===== config.mk =====
export PLATFORM = sky130hd
export DESIGN_NAME = mcam_top
export DESIGN_NICKNAME = d
export VERILOG_FILES = /design/src/rtl/mcam_pkg.sv /design/src/rtl/mcam_store.sv /design/src/rtl/mcam_match.sv /design/src/rtl/mcam_prio.sv /design/src/rtl/mcam_top.sv
export SDC_FILE = /design/constraint.sdc
export NUM_CORES = 2
export LEC_CHECK = 0
export CAP_MARGIN = 5
export CORE_MARGIN = 3
export CORE_UTILIZATION = 48
export CTS_BUF_LIST = sky130_fd_sc_hd__clkbuf_2
export DETAILED_ROUTE_END_ITERATION = 6
export HOLD_SLACK_MARGIN = 0.05
export PLACE_DENSITY = 0.68
export SETUP_SLACK_MARGIN = 0.05
export SKIP_CTS_REPAIR_TIMING = 1
export SLEW_MARGIN = 30
export SYNTH_ARGS = -nofsm -noshare
export SYNTH_HDL_FRONTEND = slang
export SYNTH_HIERARCHICAL = 1
export SYNTH_SLANG_ARGS = --single-unit

===== constraint.sdc =====
create_clock -name clk -period 5.9 [get_ports clk]
set_input_delay 1.18 -clock clk [delete_from_list [all_inputs] [get_ports clk]]
set_output_delay 1.18 -clock clk [all_outputs]
set_load 0.02 [all_outputs]

===== src/rtl/mcam_pkg.sv =====
package mcam_pkg;

  // Stored control bits; both enables come up set after reset.
  typedef struct packed {
    logic match_en;
    logic full_en;
  } mcam_ctl_t;

  localparam mcam_ctl_t MCAM_CTL_RST = '{match_en: 1'b1, full_en: 1'b1};

endpackage


===== src/rtl/mcam_store.sv =====
module mcam_store #(
  parameter int ENTRIES = 64,
  parameter int WIDTH   = 32,
  localparam int AW     = $clog2(ENTRIES)
) (
  input  logic                            clk,
  input  logic                            rst_n,
  input  logic                            wr_en,
  input  logic [AW-1:0]                   wr_addr,
  input  logic [WIDTH-1:0]                wr_data,
  input  logic                            wr_valid,
  output logic [ENTRIES-1:0][WIDTH-1:0]   ent_data,
  output logic [ENTRIES-1:0]              ent_vld
);

  logic [ENTRIES-1:0] sel;

  for (genvar i = 0; i < ENTRIES; i++) begin : g_ent
    logic             vld_d;
    logic             vld_q;
    logic [WIDTH-1:0] dat_q;

    assign sel[i] = wr_en && (wr_addr == AW'(i));

    always_comb begin
      vld_d = vld_q;
      if (sel[i]) vld_d = wr_valid;
    end

    // validity is reset, the data word is not
    always_ff @(posedge clk or negedge rst_n) begin
      if (!rst_n) vld_q <= 1'b0;
      else        vld_q <= vld_d;
    end

    always_ff @(posedge clk) begin
      if (sel[i]) dat_q <= wr_data;
    end

    assign ent_data[i] = dat_q;
    assign ent_vld[i]  = vld_q;
  end

endmodule


===== src/rtl/mcam_match.sv =====
module mcam_match #(
  parameter int ENTRIES = 64,
  parameter int WIDTH   = 32
) (
  input  logic [ENTRIES-1:0][WIDTH-1:0] ent_data,
  input  logic [ENTRIES-1:0]            ent_vld,
  input  logic [WIDTH-1:0]              key,
  input  logic [WIDTH-1:0]              mask,
  output logic [ENTRIES-1:0]            hit_vec
);

  for (genvar i = 0; i < ENTRIES; i++) begin : g_cmp
    logic [WIDTH-1:0] diff;
    assign diff       = (ent_data[i] ^ key) & ~mask;
    assign hit_vec[i] = ent_vld[i] && (diff == '0);
  end

endmodule


===== src/rtl/mcam_prio.sv =====
module mcam_prio #(
  parameter int N   = 64,
  localparam int AW = $clog2(N)
) (
  input  logic [N-1:0]  vec,
  output logic [AW-1:0] idx,
  output logic          any,
  output logic          multi
);

  // scan from the top so the lowest set bit is the last one kept
  always_comb begin
    idx = '0;
    for (int i = N - 1; i >= 0; i--) begin
      if (vec[i]) idx = i[AW-1:0];
    end
  end

  assign any   = |vec;
  assign multi = (vec & (vec - N'(1))) != '0;

endmodule


===== src/rtl/mcam_top.sv =====
module mcam_top #(
  parameter int ENTRIES = 64,
  parameter int WIDTH   = 32,
  parameter int PAGE_W  = 8,
  localparam int AW     = $clog2(ENTRIES)
) (
  input  logic                 clk,
  input  logic                 rst_n,
  input  logic [PAGE_W-1:0]    page_id,
  input  logic                 wr_en,
  input  logic [AW-1:0]        wr_addr,
  input  logic [WIDTH-1:0]     wr_data,
  input  logic                 wr_valid,
  input  logic                 cmp_wr_en,
  input  logic [WIDTH-1:0]     cmp_data,
  input  logic                 msk_wr_en,
  input  logic [WIDTH-1:0]     msk_data,
  input  logic                 ctl_wr_en,
  input  logic                 ctl_match_en,
  input  logic                 ctl_full_en,
  input  logic                 force_cmp,
  output logic [PAGE_W+AW-1:0] st_word,
  output logic                 st_hit,
  output logic                 st_multi,
  output logic                 st_full,
  output logic [AW-1:0]        free_addr,
  output logic                 free_vld
);
  import mcam_pkg::*;

  // reset synchronizer: asserts at once, releases on the clock
  logic rst_meta_q;
  logic rst_sync_n;

  always_ff @(posedge clk or negedge rst_n) begin
    if (!rst_n) begin
      rst_meta_q <= 1'b0;
      rst_sync_n <= 1'b0;
    end else begin
      rst_meta_q <= 1'b1;
      rst_sync_n <= rst_meta_q;
    end
  end

  // entry array
  logic [ENTRIES-1:0][WIDTH-1:0] ent_data;
  logic [ENTRIES-1:0]            ent_vld;

  mcam_store #(.ENTRIES(ENTRIES), .WIDTH(WIDTH)) store_i (
    .clk      (clk),
    .rst_n    (rst_sync_n),
    .wr_en    (wr_en),
    .wr_addr  (wr_addr),
    .wr_data  (wr_data),
    .wr_valid (wr_valid),
    .ent_data (ent_data),
    .ent_vld  (ent_vld)
  );

  // settings registers
  logic [WIDTH-1:0] key_q, key_d;
  logic [WIDTH-1:0] mask_q, mask_d;
  mcam_ctl_t        ctl_q, ctl_d;

  always_comb begin
    key_d  = key_q;
    mask_d = mask_q;
    ctl_d  = ctl_q;
    if (cmp_wr_en) key_d  = cmp_data;
    if (msk_wr_en) mask_d = msk_data;
    if (ctl_wr_en) begin
      ctl_d.match_en = ctl_match_en;
      ctl_d.full_en  = ctl_full_en;
    end
  end

  always_ff @(posedge clk or negedge rst_sync_n) begin
    if (!rst_sync_n) begin
      key_q  <= '0;
      mask_q <= '0;
      ctl_q  <= MCAM_CTL_RST;
    end else begin
      key_q  <= key_d;
      mask_q <= mask_d;
      ctl_q  <= ctl_d;
    end
  end

  // compare uses the settings being written this cycle
  logic [ENTRIES-1:0] hit_vec;

  mcam_match #(.ENTRIES(ENTRIES), .WIDTH(WIDTH)) match_i (
    .ent_data (ent_data),
    .ent_vld  (ent_vld),
    .key      (key_d),
    .mask     (mask_d),
    .hit_vec  (hit_vec)
  );

  logic [AW-1:0] m_idx;
  logic          m_any;
  logic          m_multi;

  mcam_prio #(.N(ENTRIES)) hit_prio_i (
    .vec   (hit_vec),
    .idx   (m_idx),
    .any   (m_any),
    .multi (m_multi)
  );

  // free-slot tracking
  logic          f_any;
  logic          f_multi;
  logic [AW-1:0] f_idx;

  mcam_prio #(.N(ENTRIES)) free_prio_i (
    .vec   (~ent_vld),
    .idx   (f_idx),
    .any   (f_any),
    .multi (f_multi)
  );

  // status registers
  logic          trig;
  logic          hit_q, hit_d;
  logic          multi_q, multi_d;
  logic [AW-1:0] idx_q, idx_d;

  assign trig = cmp_wr_en | msk_wr_en | ctl_wr_en | force_cmp;

  always_comb begin
    hit_d   = hit_q;
    multi_d = multi_q;
    idx_d   = idx_q;
    if (trig) begin
      hit_d   = m_any;
      multi_d = m_multi;
      idx_d   = m_idx;
    end else if (wr_en) begin
      hit_d   = 1'b0;
      multi_d = 1'b0;
      idx_d   = '0;
    end
  end

  always_ff @(posedge clk or negedge rst_sync_n) begin
    if (!rst_sync_n) begin
      hit_q   <= 1'b0;
      multi_q <= 1'b0;
      idx_q   <= '0;
    end else begin
      hit_q   <= hit_d;
      multi_q <= multi_d;
      idx_q   <= idx_d;
    end
  end

  assign st_word   = {page_id, idx_q};
  assign st_hit    = hit_q & ctl_q.match_en;
  assign st_multi  = multi_q & ctl_q.match_en;
  assign st_full   = ctl_q.full_en & ~f_any;
  assign free_addr = f_idx;
  assign free_vld  = f_any;

endmodule


Yosys cells after proc, flatten, opt, wreduce, memory -nomap -nowiden. Cells that the tools add are included.

Register bits after elaboration: 2188. Logic and storage cells: 671. Input port bits: 120.

Reduce and logical (&&, ||, !) cells: 197. Mux-type cells: 135. Bitwise operators: 138. Add/sub/neg operators: 1. Equal/unequal tests: 63.

Operators with widths (number): bitwise AND 32 bit (64); logical NOT 32 bit (64); bitwise XOR 32 bit (64); 2-to-1 mux 6 bit (130); == test 6 bit, second input constant (32); logical AND 1 bit (128); OR reduction 64 bit (2); == test 6 x 5 -> 1 bit, second input constant (16); bitwise AND 64 bit (1); 2-to-1 mux 32 bit (2); NOT 64 bit (1); nonzero test 64 bit (1); subtractor 64 x 1 -> 64 bit, second input constant (1); == test 6 x 4 -> 1 bit, second input constant (8); NOT 32 bit (1); == test 6 x 3 -> 1 bit, second input constant (4); == test 6 x 2 -> 1 bit, second input constant (2); == test 6 x 1 -> 1 bit, second input constant (1); logical NOT 6 bit (1); bitwise AND 1 bit (3); 2-to-1 mux 1 bit (3); OR 1 bit (3); nonzero test 2 bit (1); NOT 1 bit (1).

Logic depth before layout (Yosys ltp).
Word-level depth: 70. Depth in mapped cells: 21.

Modules after synthesis. The synthesis kept the hierarchy.

By module, submodules not included: mcam_store (times used 1, seq. area each 63100.5 µm², area an instance 65029.9 µm², cells each 2387); mcam_match (times used 1, seq. area each 0.0 µm², area an instance 30232.7 µm², cells each 4203); mcam_prio (times used 2, seq. area each 0.0 µm², area an instance 1725.4 µm², cells each 268); mcam_top (times used 1, seq. area each 1904.3 µm², area an instance 3178.0 µm², cells each 243).

Worst setup path after synthesis. OpenSTA, ideal clock, no wires.

Path type: input -> register. From: in cmp_wr_en. To: reg multi_q. Library setup time: 0.125 ns. Data required time: 5.775 ns. Slack: 1.025 ns. Stages on the path: 18. Arrival time: 4.750 ns. Buffers on the path: 6. Path through: buf_6 > buf_2 > mux2_2 > buf_4 > buf_6 > buf_4 > xnor2_1 > o2111ai_1 > nor3_1 > or4_4 > nor4_4 > buf_6 > nand4_2 > o31ai_2 > o2111ai_1 > nor4_1 > nand3_1 > mux2_2.

Longest elaborated chain between the ends: 9.

RTL lines: from (decl) (line mcam_top.sv:14) `input logic cmp_wr_en,`; 2-to-1 mux 32 bit * (line mcam_top.sv:69) `if (cmp_wr_en) key_d = cmp_data;`; via key_d[2] (line mcam_top.sv:61) `logic [WIDTH-1:0] key_q, key_d;`; bitwise XOR 32 bit * (line mcam_match.sv:14) `assign diff = (ent_data[i] ^ key) & ~mask;`; bitwise AND 32 bit * (line mcam_match.sv:14); logical NOT 32 bit * (line mcam_match.sv:15) `assign hit_vec[i] = ent_vld[i] && (diff == '0);`; logical AND 1 bit * (line mcam_match.sv:15); via hit_vec[2] (line mcam_top.sv:90) `logic [ENTRIES-1:0] hit_vec;`; subtractor 64 x 1 -> 64 bit (line mcam_prio.sv:20) `assign multi = (vec & (vec - N'(1))) != '0;`; bitwise AND 64 bit * (line mcam_prio.sv:20); nonzero test 64 bit * (line mcam_prio.sv:20); via m_multi (line mcam_top.sv:102) `logic m_multi;`; 2-to-1 mux 1 bit * (line mcam_top.sv:135) `if (trig) begin`; to (signal assigned) (line mcam_top.sv:153) `multi_q <= multi_d;`; to (decl) (line mcam_top.sv:126) `logic multi_q, multi_d;`.

The timed path passes the listed nets; every way through them passes the cells marked *. A chain may end at the register's enable or synchronous reset.

Worst setup path after layout.
From: reg store_i.g_ent[44].vld_q. To: out free_addr[3].

Longest elaborated chain between the ends: 46.

RTL lines: from (decl) (line mcam_store.sv:20) `logic vld_q;`; from (signal assigned) (line mcam_store.sv:33) `else vld_q <= vld_d;`; NOT 64 bit (line mcam_top.sv:117) `.vec (~ent_vld),`; 2-to-1 mux 6 bit (45 in series) (line mcam_prio.sv:15) `if (vec[i]) idx = i[AW-1:0];`; to (decl) (line mcam_top.sv:26) `output logic [AW-1:0] free_addr,`.

Every way passes these cells.

==> reports/qor.yml <==
timing:
  finalHoldViolations: 0
  min_period_ns: 5.790
  grt_setup_unrepaired: "true"
  clock.fmax_ghz: 0.1727
  slew_headroom_pct: 3.093
  maxSlewViolCount: 0
  setup_ws_ns: 0.1096
  skew_ns: 0.1535
  report.final.setup_viol: 0
  tightest_slew_ns: 1.454
  period_share_pct: 98.14
placed_design:
  place_congestion: 1.008
  placed_cells: 10510
  placement.cell_area_um2: 112200
  preCtsSetupSlack_ns: -0.4118
  place_hpwl_um: 277200
  io_buffers: 127
critical_path:
  arrival_ns: 4.61
  cp-startpoint: "store_i/g_ent[44].vld_q$_DFFE_PN0P_"
  r2r_setup_slack_ns: 0.54
  critical_path_class: "reg2out"
  worst-path-max-fanout: 3
  startpoint_type: "flop"
  critical_path_required_ns: 4.72
  r2r-start: "key_q[19]$_DFF_PN0_"
  endpoint_kind: "output port"
pwr:
  ir_drop_mv: 0.2352
  swShare_pct: 32.31
  power_density_nw_per_um2: 300.1
  finalPower_mw: 35.46
  combPwrFrac_pct: 21.1
  p_sw_mw: 11.46
  power.share.sequential_pct: 48.9
  p_leak_nw: 39.50
  intPower_mw: 24.00
  clockPowerShare_pct: 30.1
layout:
  final_cells: 11600
  final-seq-area_um2: 65020
  syn_to_final_growth_pct: 16.75
  post-route-cell-area_um2: 118100
  drive_above_1_share_pct: 23.99
  multi_input_area_um2: 33260
  n_fill_cell: 16940
  fin_nets: 8497
floorplan:
  core_region_area_um2: 208300
  ios: 144
  initial_core_util_pct: 48.57
  row_count: 167
  die_w_um: 465.1
  die_h_um: 465.1
  die-area_um2: 216400
detailed_routing:
  drt_iter0_markers: 16210
  num_vias: 76020
  first_pass_iters: 6
  vias_per_cell: 6.555
  ant_nets: 0
  drt_wl_total_um: 441600
  wl_per_cell_um: 38.08
  drcViolationCount: 0
clock_network:
  clkLatencyLatePin_ns: 2.03
  tritoncts: "done"
  cts-htree-levels: 6
  clk_pin_slew_worst_paths_ns: 0.11
  clockRootBuffer: "clkbuf_2"
  cts_made_buffers: 581
  clock_path_buffers: 4
  cts_sinks: 2188
flow_run:
  drv_cap: 0
yosys:
  syn_avg_cell_area_um2: 13.93
  ys_warn_count: 6
  synth_fp_nets: 7383
  synthCells: 7263
  syn_area_um2: 101200
global_routing:
  gr-total-overflow: 0
  antenna_found_initial: 60
  grt_pass1_wl_um: 591300
  grt_pass1_vias: 71410
  grt_start_max_net_pins: 94
  grt_usage_pct: 39.92
run_status:
  status: "complete, no violations"
worst_hold_path:
  hold_class: "in2reg"
  min_from: "msk_data[7]"
[cell usage in the layout, fill, tap and decap left out, types with 41 or more instances in the layout]
cell,instances
o21ai_0,89
nand3_1,57
xnor2_1,2041
nor3_1,138
mux2_2,72
edfxtp_1,2048
o22a_1,64
buf_12,178
a21oi_1,41
dfrtp_1,131
nor2_1,438
clkinv_1,92
dlygate4sd3_1,66
o2111ai_1,65
buf_4,740
clkbuf_2,867
inv_1,122
o22ai_1,904
clkdlybuf4s50_1,83
nand2_1,115
[power by group through the flow]
stage | Clock, mW | Sequential [mW] | Combinational (mW)
2_1_floorplan | 0 | 17.6 | 3.58
3_3_place_gp | 0 | 17.7 | 7.00
3_5_place_dp | 0 | 17.7 | 7.05
4_1_cts | 10.6 | 17.3 | 7.09
5_1_grt | 11.5 | 17.3 | 7.49
6_report | 10.7 | 17.3 | 7.47
[metal layers]
| metal | up-vias | routed length [um] | track usage, % |
|---|---|---|---|
| li1 | 29100 | - | - |
| met1 | 37300 | 149700 | 52.71 |
| met2 | 7894 | 185600 | 57.70 |
| met3 | 1698 | 76600 | 14.32 |
| met4 | 26 | 29440 | 21.30 |
| met5 | - | 294 | 0 |
[through the flow]
| stage | hold slack, ns | setup TNS (ns) | util, % |
|---|---|---|---|
| floorplan | 0.3312 | 0 | - |
| global placement | 0.3404 | -2.098 | 53.82 |
| detailed placement | 0.3492 | -1.620 | 53.84 |
| CTS | -0.8686 | -5.833 | 56.24 |
| global route | 0.01111 | -0.04068 | 56.69 |
| finish | 0.1153 | 0 | 56.71 |
[critical path, cell delays in order, from the launching register on]
cell      delay [ns]
dfrtp_1         0.50
inv_1           0.20
or4_2           0.72
nor2_2          0.24
a21oi_1         0.11
o311ai_2        0.37
a31oi_4         0.24
buf_6           0.22
[final timing paths]
path	to	depth (start not counted)
max in group asynchronous	store_i/g_ent[24].vld_q$_DFFE_PN0P_	1
setup reg to reg	idx_q[0]$_DFFE_PN0P_	17
min in group asynchronous	rst_sync_n$_DFF_PN0_	3
hold / removal	mask_q[7]$_DFF_PN0_	3
hold reg to reg	rst_sync_n$_DFF_PN0_	0
setup / recovery	free_addr[3]	7
[area by class of cell]
cell class | instances | area share [%]
repair buffers | 1087 | 9.145
well taps | 2788 | 2.953
inverters | 134 | 0.4258
diodes | 25 | 0.05296
multi-input cells | 4385 | 28.15
clock inverters | 123 | 0.5666
clock buffers | 866 | 3.669
flip-flops and latches | 2188 | 55.03
[flip-flops by register name, summed over array words and instances, names as in the netlist]
| name | flops |
|---|---|
| hit_q | 1 |
| idx_q | 6 |
| multi_q | 1 |
| key_q | 32 |
| mask_q | 32 |
| rst_meta_q | 1 |
| ctl_q | 2 |
| store_i/g_ent.dat_q | 2048 |
| store_i/g_ent.vld_q | 64 |
| rst_sync_n | 1 |
Note: power is estimated with default switching activity, not from simulation.
